$ cat src/rtl/tzs_pkg.sv
package tzs_pkg;
  typedef enum logic [1:0] {
    SEG_IDLE = 2'd0,
    SEG_RAMP = 2'd1,
    SEG_HOLD = 2'd2
  } seg_e;
endpackage

$ cat src/rtl/tzs_interval_latch.sv
// Clamps the requested spacing, adds it to the current edge fraction and
// holds the result taken at the end of each ramp.
module tzs_interval_latch #(
  parameter int TICK_W  = 16,
  parameter int FRAC_W  = 10,
  parameter int CNT_W   = 17,
  parameter int MIN_GAP = 16
) (
  input  logic              clk,
  input  logic              rst,
  input  logic [TICK_W-1:0] ticks_i,
  input  logic [FRAC_W-1:0] frac_i,
  input  logic [FRAC_W-1:0] cur_frac_i,
  input  logic              stb_i,
  output logic [CNT_W-1:0]  gap_now_o,
  output logic [FRAC_W-1:0] frac_now_o,
  output logic [CNT_W-1:0]  gap_q_o,
  output logic [FRAC_W-1:0] frac_q_o,
  output logic              err_o
);
  logic              too_small;
  logic [TICK_W-1:0] eff_ticks;
  logic [FRAC_W-1:0] eff_frac;
  logic [FRAC_W:0]   frac_sum;

  always_comb begin
    too_small  = ticks_i < TICK_W'(MIN_GAP);
    eff_ticks  = too_small ? TICK_W'(MIN_GAP) : ticks_i;
    eff_frac   = too_small ? '0 : frac_i;
    frac_sum   = {1'b0, cur_frac_i} + {1'b0, eff_frac};
    gap_now_o  = CNT_W'(eff_ticks) + CNT_W'(frac_sum[FRAC_W]);
    frac_now_o = frac_sum[FRAC_W-1:0];
  end

  always_ff @(posedge clk) begin
    if (rst) begin
      gap_q_o  <= CNT_W'(MIN_GAP);
      frac_q_o <= '0;
      err_o    <= 1'b0;
    end else if (stb_i) begin
      gap_q_o  <= gap_now_o;
      frac_q_o <= frac_now_o;
      if (too_small) err_o <= 1'b1;
    end
  end

  p_err_sticky_r8: assert property (@(posedge clk) disable iff (rst)
    err_o |=> err_o);
  p_latch_hold_r9: assert property (@(posedge clk) disable iff (rst)
    !stb_i |=> ($stable(gap_q_o) && $stable(frac_q_o)));
  p_gap_floor_r7: assert property (@(posedge clk) disable iff (rst)
    stb_i |=> (gap_q_o >= CNT_W'(MIN_GAP)));
endmodule

$ cat src/rtl/tzs_edge_timer.sv
// Counts ticks from each ramp start and decides when the next ramp begins.
module tzs_edge_timer
  import tzs_pkg::*;
#(
  parameter int CNT_W    = 17,
  parameter int FRAC_W   = 10,
  parameter int RAMP_LEN = 16,
  parameter int IDX_W    = 4
) (
  input  logic              clk,
  input  logic              rst,
  input  logic              en_i,
  input  logic [CNT_W-1:0]  gap_now_i,
  input  logic [FRAC_W-1:0] frac_now_i,
  input  logic [CNT_W-1:0]  gap_q_i,
  input  logic [FRAC_W-1:0] frac_q_i,
  output logic              stb_o,
  output seg_e              seg_o,
  output logic [IDX_W-1:0]  idx_o,
  output logic [FRAC_W-1:0] frac_o,
  output logic              rise_o
);
  seg_e              seg_q;
  logic [CNT_W-1:0]  cnt_q;
  logic [FRAC_W-1:0] frac_q;
  logic              rise_q;
  logic              ramp_end;
  logic              restart;

  always_comb begin
    ramp_end = (seg_q == SEG_RAMP) && (cnt_q == CNT_W'(RAMP_LEN - 1));
    restart  = (ramp_end && (gap_now_i == CNT_W'(RAMP_LEN))) ||
               ((seg_q == SEG_HOLD) && (cnt_q == gap_q_i - CNT_W'(1)));
  end

  always_ff @(posedge clk) begin
    if (rst || !en_i) begin
      seg_q  <= SEG_IDLE;
      cnt_q  <= '0;
      frac_q <= '0;
      rise_q <= 1'b0;
    end else begin
      case (seg_q)
        SEG_IDLE: begin
          seg_q  <= SEG_RAMP;
          cnt_q  <= '0;
          frac_q <= '0;
          rise_q <= 1'b1;
        end
        default: begin
          if (restart) begin
            seg_q  <= SEG_RAMP;
            cnt_q  <= '0;
            rise_q <= ~rise_q;
            frac_q <= ramp_end ? frac_now_i : frac_q_i;
          end else begin
            cnt_q <= cnt_q + CNT_W'(1);
            if (ramp_end) seg_q <= SEG_HOLD;
          end
        end
      endcase
    end
  end

  assign stb_o  = ramp_end;
  assign seg_o  = seg_q;
  assign idx_o  = cnt_q[IDX_W-1:0];
  assign frac_o = frac_q;
  assign rise_o = rise_q;

  p_hold_after_ramp_r10: assert property (@(posedge clk) disable iff (rst)
    (seg_q == SEG_HOLD) |-> (cnt_q >= CNT_W'(RAMP_LEN)));
endmodule

$ cat src/rtl/tzs_code_gen.sv
// Turns segment, sample index and fraction into a registered DAC code.
module tzs_code_gen
  import tzs_pkg::*;
#(
  parameter int DAC_W  = 14,
  parameter int FRAC_W = 10,
  parameter int IDX_W  = 4
) (
  input  logic              clk,
  input  logic              rst,
  input  seg_e              seg_i,
  input  logic [IDX_W-1:0]  idx_i,
  input  logic [FRAC_W-1:0] frac_i,
  input  logic              rise_i,
  output logic [DAC_W-1:0]  dac_o
);
  localparam int              SHIFT    = DAC_W - IDX_W;
  localparam logic [DAC_W-1:0] CODE_MAX = '1;
  localparam longint          MAX_L    = (64'sd1 <<< DAC_W) - 1;

  function automatic logic [DAC_W-1:0] ramp_code(
    input logic [IDX_W-1:0]  i,
    input logic [FRAC_W-1:0] k,
    input logic              up
  );
    longint            diff;
    logic [DAC_W-1:0]  mag;
    diff = (longint'(i) <<< FRAC_W) - longint'(k);
    if (diff <= 0) begin
      mag = '0;
    end else begin
      diff = (diff <<< SHIFT) >>> FRAC_W;
      mag  = (diff > MAX_L) ? CODE_MAX : DAC_W'(diff);
    end
    return up ? mag : ~mag;
  endfunction

  seg_e seg_q;
  logic rise_q;

  always_ff @(posedge clk) begin
    if (rst) begin
      dac_o  <= '0;
      seg_q  <= SEG_IDLE;
      rise_q <= 1'b0;
    end else begin
      seg_q  <= seg_i;
      rise_q <= rise_i;
      case (seg_i)
        SEG_RAMP: dac_o <= ramp_code(idx_i, frac_i, rise_i);
        SEG_HOLD: dac_o <= rise_i ? CODE_MAX : '0;
        default:  dac_o <= '0;
      endcase
    end
  end

  p_rise_monotone_r4: assert property (@(posedge clk) disable iff (rst)
    (seg_q == SEG_RAMP && $past(seg_q) == SEG_RAMP && rise_q && $past(rise_q))
      |-> (dac_o >= $past(dac_o)));
  p_fall_monotone_r4: assert property (@(posedge clk) disable iff (rst)
    (seg_q == SEG_RAMP && $past(seg_q) == SEG_RAMP && !rise_q && !$past(rise_q))
      |-> (dac_o <= $past(dac_o)));
  p_hold_steady_r5: assert property (@(posedge clk) disable iff (rst)
    (seg_q == SEG_HOLD && $past(seg_q) == SEG_HOLD) |-> $stable(dac_o));
endmodule

$ cat src/rtl/tzs_trapezoid_seq.sv
module tzs_trapezoid_seq #(
  parameter int DAC_W    = 14,
  parameter int FRAC_W   = 10,
  parameter int TICK_W   = 16,
  parameter int RAMP_LEN = 16,
  parameter int MIN_GAP  = 16
) (
  input  logic              clk,
  input  logic              rst,
  input  logic              en,
  input  logic [TICK_W-1:0] gap_ticks,
  input  logic [FRAC_W-1:0] gap_frac,
  output logic [DAC_W-1:0]  dac_code,
  output logic              clamp_err
);
  import tzs_pkg::*;

  localparam int IDX_W = $clog2(RAMP_LEN);
  localparam int CNT_W = TICK_W + 1;

  logic              stb;
  logic [CNT_W-1:0]  gap_now;
  logic [FRAC_W-1:0] frac_now;
  logic [CNT_W-1:0]  gap_q;
  logic [FRAC_W-1:0] frac_q;
  seg_e              seg;
  logic [IDX_W-1:0]  idx;
  logic [FRAC_W-1:0] frac_cur;
  logic              rise;

  tzs_interval_latch #(
    .TICK_W(TICK_W), .FRAC_W(FRAC_W), .CNT_W(CNT_W), .MIN_GAP(MIN_GAP)
  ) u_latch (
    .clk(clk), .rst(rst), .ticks_i(gap_ticks), .frac_i(gap_frac),
    .cur_frac_i(frac_cur), .stb_i(stb), .gap_now_o(gap_now),
    .frac_now_o(frac_now), .gap_q_o(gap_q), .frac_q_o(frac_q),
    .err_o(clamp_err)
  );

  tzs_edge_timer #(
    .CNT_W(CNT_W), .FRAC_W(FRAC_W), .RAMP_LEN(RAMP_LEN), .IDX_W(IDX_W)
  ) u_timer (
    .clk(clk), .rst(rst), .en_i(en), .gap_now_i(gap_now),
    .frac_now_i(frac_now), .gap_q_i(gap_q), .frac_q_i(frac_q),
    .stb_o(stb), .seg_o(seg), .idx_o(idx), .frac_o(frac_cur), .rise_o(rise)
  );

  tzs_code_gen #(
    .DAC_W(DAC_W), .FRAC_W(FRAC_W), .IDX_W(IDX_W)
  ) u_code (
    .clk(clk), .rst(rst), .seg_i(seg), .idx_i(idx), .frac_i(frac_cur),
    .rise_i(rise), .dac_o(dac_code)
  );
endmodule

$ cat config.mk
export PLATFORM = sky130hd
export DESIGN_NAME = tzs_trapezoid_seq
export DESIGN_NICKNAME = d
export VERILOG_FILES = /design/src/rtl/tzs_pkg.sv /design/src/rtl/tzs_interval_latch.sv /design/src/rtl/tzs_edge_timer.sv /design/src/rtl/tzs_code_gen.sv /design/src/rtl/tzs_trapezoid_seq.sv
export SDC_FILE = /design/constraint.sdc
export NUM_CORES = 1
export LEC_CHECK = 0
export ABC_AREA = 1
export BUFFER_PORTS_ARGS = -buffer_cell sky130_fd_sc_hd__buf_2
export CAP_MARGIN = 10
export CORE_UTILIZATION = 55
export DETAILED_ROUTE_END_ITERATION = 10
export HOLD_SLACK_MARGIN = 0.05
export PLACE_DENSITY = 0.76
export SLEW_MARGIN = 10
export SYNTH_ARGS = -nofsm -noshare
export SYNTH_HDL_FRONTEND = slang
export SYNTH_SLANG_ARGS = --single-unit
$ cat constraint.sdc
create_clock -name clk -period 4.8 [get_ports clk]
set_input_delay 0.72 -clock clk [delete_from_list [all_inputs] [get_ports clk]]
set_output_delay 0.72 -clock clk [all_outputs]
set_load 0.01 [all_outputs]
After elaboration in Yosys (flattened, before gate mapping)
Index checks and enable logic that the tools add are counted.
{"block": "classes", "shift": 0, "n_div": 0, "n_eq_ne": 5, "bitwise_logic": 2, "n_reduce_logical": 12, "n_mux": 15, "n_mul": 0, "n_lt_le_gt_ge": 3, "n_addsub": 5}
{"op": "2-to-1 mux 14 bit", "count": 6}
{"op": "case mux 14 bit (2 select lines)", "count": 1}
{"op": "2-to-1 mux 10 bit", "count": 2}
{"op": "adder 16 x 1 -> 17 bit", "count": 1}
{"op": "adder 17 x 1 -> 17 bit (second input constant)", "count": 1}
{"op": "== test 17 bit", "count": 1}
{"op": "== test 17 x 4 -> 1 bit (second input constant)", "count": 1}
{"op": "== test 17 x 5 -> 1 bit (second input constant)", "count": 1}
{"op": "subtractor 17 x 1 -> 17 bit (second input constant)", "count": 1}
{"op": "less-than comparator 16 x 5 -> 1 bit (second input constant)", "count": 1}
{"op": "2-to-1 mux 16 bit", "count": 1}
{"op": "greater-than comparator 15 bit (second input constant)", "count": 1}
{"op": "<= comparator 15 x 1 -> 1 bit (second input constant)", "count": 1}
{"op": "subtractor 14 x 10 -> 15 bit", "count": 1}
{"op": "inverter 14 bit", "count": 1}
{"op": "adder 10 x 10 -> 11 bit", "count": 1}
{"op": "2-to-1 mux 1 bit", "count": 5}
{"op": "logical AND 1 bit", "count": 3}
{"op": "nonzero test 3 bit", "count": 1}
{"op": "OR reduction 3 bit", "count": 1}
{"op": "== test 2 x 1 -> 1 bit (second input constant)", "count": 1}
{"op": "== test 2 bit (second input constant)", "count": 1}
{"op": "zero test 2 bit", "count": 1}
{"op": "logical OR 1 bit", "count": 2}
{"op": "other kinds (5)", "count": 5}
{"block": "totals", "ff_bits": 72, "elab_cells": 51, "mem_bits_ro": 0, "latch_bits": 0, "n_memories": 0, "output_inout_bits": 15, "mem_bits_rw": 0}

Logic depth before layout (Yosys ltp)
Gate-level depths: netlist of run 1.
{"block": "logic_depth", "depth_word": 9, "ltp_mapped": 36}

Hierarchy
A second synthesis of run 1 with hierarchy kept.
{"block": "unflattened", "cells_unflattened": 933, "area_unflattened_um2": 5713.0}
{"module": "tzs_edge_timer", "area_each_um2": 2274.7, "instances": 1, "seq_area_each_um2": 600.6, "cells_each": 374}
{"module": "tzs_interval_latch", "area_each_um2": 2144.6, "instances": 1, "seq_area_each_um2": 560.5, "cells_each": 354}
{"module": "tzs_code_gen", "area_each_um2": 1293.7, "instances": 1, "seq_area_each_um2": 280.3, "cells_each": 205}

Worst setup path after synthesis of run 1
OpenSTA, ideal clock, no wires.
{"block": "synth_path", "path_type": "input to register", "start": "input gap_ticks[12]", "end": "register u_timer.cnt_q[0]", "path_slack_ns": 0.309, "setup_time_ns": 0.120, "required_ns": 4.680, "arrival_ns": 4.371, "cell_stages": 34, "cell_sequence": "nor2_1 > nand2_1 > nor2_1 > nand2_2 > buf_6 > inv_1 > clkbuf_1 > nor2_1 > ha_1 > nand2_1 > nand2_1 > a31oi_1 > o21ai_0 > a21oi_1 > o21ai_0 > inv_1 > nor2_1 > nor2_1 > o21bai_1 > ha_1 > nand2_1 > inv_1 > nand3_1 > nor2_4 > inv_1 > nand2_1 > nand2_1 > nor2_1 > nand2_1 > nor2_1 > nand4_2 > nand3_4 > buf_6 > nor2_1"}
{"block": "synth_between", "elab_chain_cells": 8}
{"item": "start, declared", "line_no": "tzs_trapezoid_seq.sv:11", "text": "input logic [TICK_W-1:0] gap_ticks,"}
{"item": "less-than comparator 16 x 5 -> 1 bit", "line_no": "tzs_interval_latch.sv:27", "text": "too_small = ticks_i < TICK_W'(MIN_GAP);"}
{"item": "2-to-1 mux 10 bit", "line_no": "tzs_interval_latch.sv:29", "text": "eff_frac = too_small ? '0 : frac_i;"}
{"item": "adder 10 x 10 -> 11 bit", "line_no": "tzs_interval_latch.sv:30", "text": "frac_sum = {1'b0, cur_frac_i} + {1'b0, eff_frac};"}
{"item": "adder 16 x 1 -> 17 bit *", "line_no": "tzs_interval_latch.sv:31", "text": "gap_now_o = CNT_W'(eff_ticks) + CNT_W'(frac_sum[FRAC_W]);"}
{"item": "== test 17 x 5 -> 1 bit *", "line_no": "tzs_edge_timer.sv:32", "text": "restart = (ramp_end && (gap_now_i == CNT_W'(RAMP_LEN))) ||"}
{"item": "logical AND 1 bit *", "line_no": "tzs_edge_timer.sv:32"}
{"item": "logical OR 1 bit *", "line_no": "tzs_edge_timer.sv:32"}
{"item": "OR reduction 3 bit (no line) *"}
{"item": "end signal, assigned", "line_no": "tzs_edge_timer.sv:57", "text": "cnt_q <= cnt_q + CNT_W'(1);"}
{"item": "end, declared", "line_no": "tzs_edge_timer.sv:24", "text": "logic [CNT_W-1:0] cnt_q;"}
Mark *: on every way between the ends. The rest lies on a longest branch, timed or not.
A chain may end at the register's enable or synchronous reset.

Worst setup path in the final report of run 1
{"block": "layout_path", "start": "input gap_ticks[12]", "end": "register u_timer.frac_q[4] (netlist: u_timer.frac_o[4])"}
{"block": "layout_between", "elab_chain_cells": 7}
{"item": "less-than comparator 16 x 5 -> 1 bit", "line_no": "tzs_interval_latch.sv:27"}
{"item": "2-to-1 mux 10 bit", "line_no": "tzs_interval_latch.sv:29"}
{"item": "adder 10 x 10 -> 11 bit", "line_no": "tzs_interval_latch.sv:30"}
{"item": "adder 16 x 1 -> 17 bit", "line_no": "tzs_interval_latch.sv:31"}
{"item": "== test 17 x 5 -> 1 bit", "line_no": "tzs_edge_timer.sv:32"}
{"item": "logical AND 1 bit", "line_no": "tzs_edge_timer.sv:32"}
{"item": "logical OR 1 bit", "line_no": "tzs_edge_timer.sv:32"}
{"item": "end signal, assigned", "line_no": "tzs_edge_timer.sv:55", "text": "frac_q <= ramp_end ? frac_now_i : frac_q_i;"}
{"item": "end, declared", "line_no": "tzs_edge_timer.sv:25", "text": "logic [FRAC_W-1:0] frac_q;"}
Several ways; a longest one is shown, not always the timed one.

==> run summary, run 1 <==
Post-route minimum period: 4.39 ns
Antenna cells: 0
Dpl hpwl: 10.2 mm
Syn nets: 951
EDFF count, synth: 0
Filler instances: 951
Ranking of synthesized cells by area: dfxtp_1 27%, nand2_1 17%, inv_1 9.5%
Initial antenna violation count: 0
Post-synthesis adder-cell area fraction: 0.0497
Top-area cell type share of the netlist area: 0.265
Flops & latches, synth: 72
Net Sw Power: 0.312 mW
Largest net degree at the start of global routing: 28
Critical Path AT: 4.64 ns
Final #Nets: 993
Number of global-route vias before repair: 4,700
Layout cell share with drive strength beyond 1: 0.0939
Routed vias/inst: 5.17
I/O Buffers: 43
Global-route wire length before repair: 22.3 mm
Final worst path period share: 0.914
Worst slack, placed: -0.0683 ns
Routed via count: 5,568
Clock Path Buffers: 2
LEAKAGE: 3.14 nW
Finished Core Util: 0.639
Root Driver: clkbuf_8
I/O pin cnt: 44
Skew-Pair Late Insertion Delay: 0.36 ns
Clk sinks: 72
Worst-margin pin slew: 1.29 ns
Area of the die: 10,300 um^2
Area share of and/or/nand/nor cells after synthesis: 0.419
VDD IR max: 0.000165 V
GR Util All Layers: 0.274
Yosys warns: 0
Clk_skew: 0.0135 ns
Critical path class: in2reg
Fmax: 228 MHz
Worst-path clk slew: 0.09 ns
CTS tree: built
Post-synthesis sequential area ratio: 0.265
CP Capture Type: flip-flop
Num CTS Buffers: 9
MaxCap Viol Count: 0
FP Rows: 35
CORE AREA: 9420 um^2
Antenna-violating nets left: 0
Final slew viol count: 0
Internal power: 0.876 mW
Final Hold Vio Count: 0
Total gr overflow: 0
# DRC: 0
CP startpoint kind: input port
XOR/XNOR share of the synthesized area: 0.0580
Crit path max fanout: 6
Starting density of the core: 0.577
Slew HR: 0.137
Die Span Y: 101 um
Die X: 101 um
Final setup violation count: 0
Reg power frac: 0.508
Syn Std Cell Area: 5440 um^2
Worst setup margin: 0.412 ns
Clock power frac: 0.410
Crit-path slowest cell: fa_1
Hold Path Class: reg2reg
Netlist cell types: 39
Main synth FF type: dfxtp_1
Mapped Avg Cell Area: 6.03 um^2
Complex-gate fraction of the synthesized area: 0.0923
First-pass detailed-route iteration total: 6
Switch share: 0.263
Critical Path RT: 5.05 ns
Largest family of logic cells by synthesized area: simple AND/OR/NAND/NOR gates
Final Routed Wirelength: 13.5 mm
Area delta synth->final: 10.6%
H-tree depth: 3
P per Cell Area: 198 nW/um^2
Most used cell, CP: nand2_1
Multiplexer share of the synthesized area: 0
Routed wire per std cell: 12.5 um
HP Start: u_latch.frac_q_o[3]
Status: finished, final reports clean
Reg-to-Reg Start: u_timer.frac_o[0]
Placer Congestion: 0.952
Comb power frac: 0.082
Gate Count Post-Synth: 901
Reg2reg setup slack: 1.03 ns
Critical Path Source: gap_ticks[12]
Post-synth ARST share: 0
Slowest Stage Delay on Critical Path: 0.42 ns
DR iter-0 viols: 251
Setup TNS: 0 ns
Area leader, netlist: dfxtp_1
Final Power: 1.19 mW
stage by stage:
step                cell area, um^2  std cells  hold slack [ns]
detailed placement             5750       1057            0.456
global placement               5750       1057            0.460
CTS                            5940       1073            0.479
finish                         6010       1077            0.476
floorplan                      5440        901            0.453
global route                   6010       1077            0.501
registers in the layout, indices dropped and copies added, names as in the netlist:
register	flops
u_timer.rise_o	1
u_timer.frac_o	10
u_latch.gap_q_o	17
u_code.dac_o	14
u_timer.cnt_q	17
u_latch.err_o	1
u_timer.seg_o	2
u_latch.frac_q_o	10
worst paths after layout:
kind / to / cells past startpoint
max: u_timer.frac_o[4] / 32
min: u_latch.frac_q_o[3] / 2
max reg2reg: u_timer.frac_o[4] / 24
min reg2reg: u_latch.frac_q_o[3] / 2
power groups by stage:
stage,combinational (mW),sequential (mW),clock (mW)
finish,0.0977,0.604,0.487
global route,0.111,0.605,0.532
CTS,0.0951,0.604,0.497
detailed placement,0.0949,0.618,0
global placement,0.0944,0.618,0
floorplan,0.0651,0.615,0
area by class of cell:
class	instances	area, um^2	area share
Multi-Input combinational cell	670	3410	0.568
Clock inverter	6	68.8	0.0114
Clock buffer	10	128	0.0212
Sequential cell	72	1440	0.240
Inverter	138	518	0.0861
Timing Repair Buffer	52	283	0.0470
Tap cell	129	161	0.0268
cells by family after synthesis:
logic type                 Yosys count
DFF                                 72
AOI/OAI and AO/OA                   91
and+or+nand+nor                    521
xor gates and xnor gates            36
adders and majority gates           21
buffers and inverters              160
per-layer routing:
metal | wire length, um | vias to the layer above | share of wire | global-route usage
met5 | 0 | - | 0 | 0
met4 | 194 | 0 | 0.014 | 0.0680
met1 | 6690 | 2410 | 0.50 | 0.395
met2 | 5750 | 177 | 0.43 | 0.423
met3 | 834 | 21 | 0.062 | 0.0511
li1 | - | 2960 | - | -
critical path: cells and delay by family:
kind	cells	cell delay, ns
AND/OR/NAND/NOR	18	1.62
buffers and inverters	6	0.73
adder cells (fa/ha/maj)	3	0.88
AO/OA/AOI/OAI	5	0.69
synth_stat cells, types with 14 or more instances:
master	n
inv_1	137
nand3_1	77
nor3_1	14
xor2_1	29
nand4_1	32
clkbuf_1	14
dfxtp_1	72
nand2_1	240
a21oi_1	38
ha_1	20
nor2_1	126
o21ai_0	35
what timing repair did:
action	in CTS	in global routing
resized for setup	0	7
hold buffers	0	0
setup buffers	0	3
endpoints found under the setup margin	0	29
cell usage in the layout (no fill, tap or decap), types with 2 or more instances in the layout:
master / count
inv_1: 137
dfxtp_1: 72
nor2_2: 4
ha_1: 20
nor3_1: 14
o21bai_1: 4
nor2_1: 126
xor2_1: 29
buf_2: 43
clkbuf_8: 9
buf_4: 9
nor2_4: 3
nand3b_1: 8
nor4_1: 6
or2_2: 3
nand2_1: 239
nand3_1: 76
o211ai_1: 7
xnor2_1: 7
clkinv_4: 2
nand3_2: 3
o21ai_0: 35
nand4_1: 32
nand2_2: 2
a21oi_1: 38
nand3_4: 2
Note: power is estimated with default switching activity, not from simulation.
==> inputs of run 2 (changes only) <==
Settings changed: BUFFER_PORTS_ARGS -buffer_cell sky130_fd_sc_hd__buf_2 to default, CORE_UTILIZATION 55 to 59, DONT_BUFFER_PORTS from default to 1, PLACE_DENSITY 0.76 to 0.77.
==> run summary, run 2 (synthesis results as in run 1) <==
GR Util All Layers: 0.293 (was 0.274)
Area post-placement: 5480 um^2 (was 5750 um^2)
Num CTS Buffers: 9 (unchanged)
Clock Path Buffers: 2 (unchanged)
Crit-path slowest cell: fa_1 (unchanged)
Clk sinks: 72 (unchanged)
Critical Path AT: 4.53 ns (was 4.64 ns)
Reg-to-Reg End: u_timer.cnt_q[6] (was u_timer.frac_o[4])
I/O Buffers: 0 (was 43)
Area of the die: 9600 um^2 (was 10,300 um^2)
Reg-to-Reg Start: u_timer.frac_o[0] (unchanged)
R2R cell count: 23 (was 24)
Die Span Y: 98.0 um (was 101 um)
LEAKAGE: 2.92 nW (was 3.14 nW)
VDD IR max: 0.000143 V (was 0.000165 V)
Failing checks: design-rule violations
Buf+Inv Stages, Crit Path: 3 (was 6)
MaxCap Viol Count: 0 (unchanged)
CTS Hold Bufs: 0 (unchanged)
Layout cell share with drive strength beyond 1: 0.0434 (was 0.0939)
Skew-Pair Late Insertion Delay: 0.37 ns (was 0.36 ns)
Placer Congestion: 0.925 (was 0.952)
Largest regs: u_latch.gap_q_o: 17 flops, u_timer.cnt_q: 17 flops, u_code.dac_o: 14 flops (unchanged)
Final Power: 1.20 mW (was 1.19 mW)
Final Hold Vio Count: 0 (unchanged)
CP delay by family, top: simple AND/OR/NAND/NOR gates (unchanged)
Final worst path period share: 0.891 (was 0.914)
Die X: 98.0 um (was 101 um)
Crit path max fanout: 9 (was 6)
DR iter-0 viols: 328 (was 251)
Hold Path Class: in2reg (was reg2reg)
Routed wire per std cell: 13.5 um (was 12.5 um)
Antenna-violating nets left: 0 (unchanged)
Area delta synth->final: 5.18% (was 10.6%)
Antenna cells: 0 (unchanged)
CORE AREA: 8810 um^2 (was 9420 um^2)
Largest net degree at the start of global routing: 28 (unchanged)
Routed vias/inst: 5.52 (was 5.17)
FP Rows: 34 (was 35)
Clk_skew: 0.0137 ns (was 0.0135 ns)
Slowest Stage Delay on Critical Path: 0.41 ns (was 0.42 ns)
Post-route minimum period: 4.28 ns (was 4.39 ns)
Layout Cells excl Fill: 1,007 (was 1,077)
Worst-path clk slew: 0.10 ns (was 0.09 ns)
Dpl hpwl: 10.4 mm (was 10.2 mm)
Most used cell, CP: nor2_1 (was nand2_1)
Total gr overflow: 0 (unchanged)
CTS tree: built (unchanged)
Worst-margin pin slew: 1.18 ns (was 1.29 ns)
I/O pin cnt: 44 (unchanged)
CP Capture Point: u_timer.cnt_q[6] (was u_timer.frac_o[4])
Reg2reg setup slack: 0.93 ns (was 1.03 ns)
Routed via count: 5,557 (was 5,568)
Seq. cell area: 1440 um^2 (unchanged)
Placed Cells incl. Taps: 989 (was 1,057)
Commonest non-fill, non-tap cells in the layout: 239 x nand2_1, 136 x inv_1, 126 x nor2_1, 77 x nand3_1, 72 x dfxtp_1 (was 239 x nand2_1, 137 x inv_1, 126 x nor2_1, 76 x nand3_1, 72 x dfxtp_1)
CP Capture Type: flip-flop (unchanged)
Final instance area: 5720 um^2 (was 6010 um^2)
Root Driver: clkbuf_8 (unchanged)
Slew HR: 0.210 (was 0.137)
Commonest non-fill, non-tap cell in the layout: nand2_1 (unchanged)
H-tree depth: 3 (unchanged)
P per Cell Area: 210 nW/um^2 (was 198 nW/um^2)
Final setup violation count: 0 (unchanged)
Critical path class: in2reg (unchanged)
Setup TNS: 0 ns (unchanged)
Total stage count of the critical path: 29 (was 32)
Initial antenna violation count: 0 (unchanged)
Global-route wire length before repair: 23.1 mm (was 22.3 mm)
Final Hold Slack: 0.405 ns (was 0.476 ns)
Unrepaired setup endpoints after global routing: false
Critical Path RT: 5.05 ns (about the same)
Final #Nets: 944 (was 993)
Fmax: 234 MHz (was 228 MHz)
Multi-input logic area: 3390 um^2 (was 3410 um^2)
First-pass detailed-route iteration total: 8 (was 6)
Number of global-route vias before repair: 5,152 (was 4,700)
Starting density of the core: 0.617 (was 0.577)
# DRC: 3 (was 0)
Critical Path Source: gap_ticks[14] (was gap_ticks[12])
Status: finished, violations left (was finished, final reports clean)
Filler instances: 837 (was 951)
CP startpoint kind: input port (unchanged)
Final slew viol count: 0 (unchanged)
Final Routed Wirelength: 13.6 mm (was 13.5 mm)
[run 2: final cells by class]
| type | instances | share of cell area |
|---|---|---|
| well taps | 108 | 0.0236 |
| clock inverters | 7 | 0.0149 |
| inverters | 138 | 0.0906 |
| repair buffers | 3 | 0.00394 |
| clock buffers | 9 | 0.0217 |
| flip-flops and latches | 72 | 0.252 |
| multi-input cells | 670 | 0.593 |
[run 2: what timing repair did]
action                                  in CTS  in global routing
setup buffers                                0                  1
gates resized for setup                      0                  5
endpoints found under the hold margin        0                  0
endpoints found under the setup margin       0                 29
[run 2: worst min path at each step]
stage | start | to | cells past startpoint
finish | rst | u_latch.frac_q_o[8] | 1
global route | rst | u_latch.frac_q_o[8] | 1
CTS | rst | u_latch.frac_q_o[8] | 1
detailed placement | u_latch.frac_q_o[8] | u_latch.frac_q_o[8] | 2
global placement | u_latch.frac_q_o[1] | u_latch.frac_q_o[1] | 2
floorplan | u_latch.frac_q_o[8] | u_latch.frac_q_o[8] | 2
[run 2: where the power goes]
| part | internal [mW] | switching [mW] | total (mW) |
|---|---|---|---|
| clock network | 0.251 | 0.273 | 0.523 |
| logic | 0.0247 | 0.0500 | 0.0747 |
| registers | 0.599 | 0.00521 | 0.605 |
| total | 0.875 | 0.328 | 1.20 |
[run 2: per-layer routing]
layer	share of wire	vias to the layer above	GRT usage
li1	-	2864	-
met1	0.48	2511	0.384
met2	0.45	165	0.493
met3	0.053	17	0.0508
met4	0.013	0	0.0874
met5	0	-	0
[run 2: through the flow]
step,utilization,worst slack (ns)
floorplan,-,0.309
global placement,0.622,0.118
detailed placement,0.622,-0.0336
CTS,0.645,0.338
global route,0.649,0.0380
finish,0.649,0.523
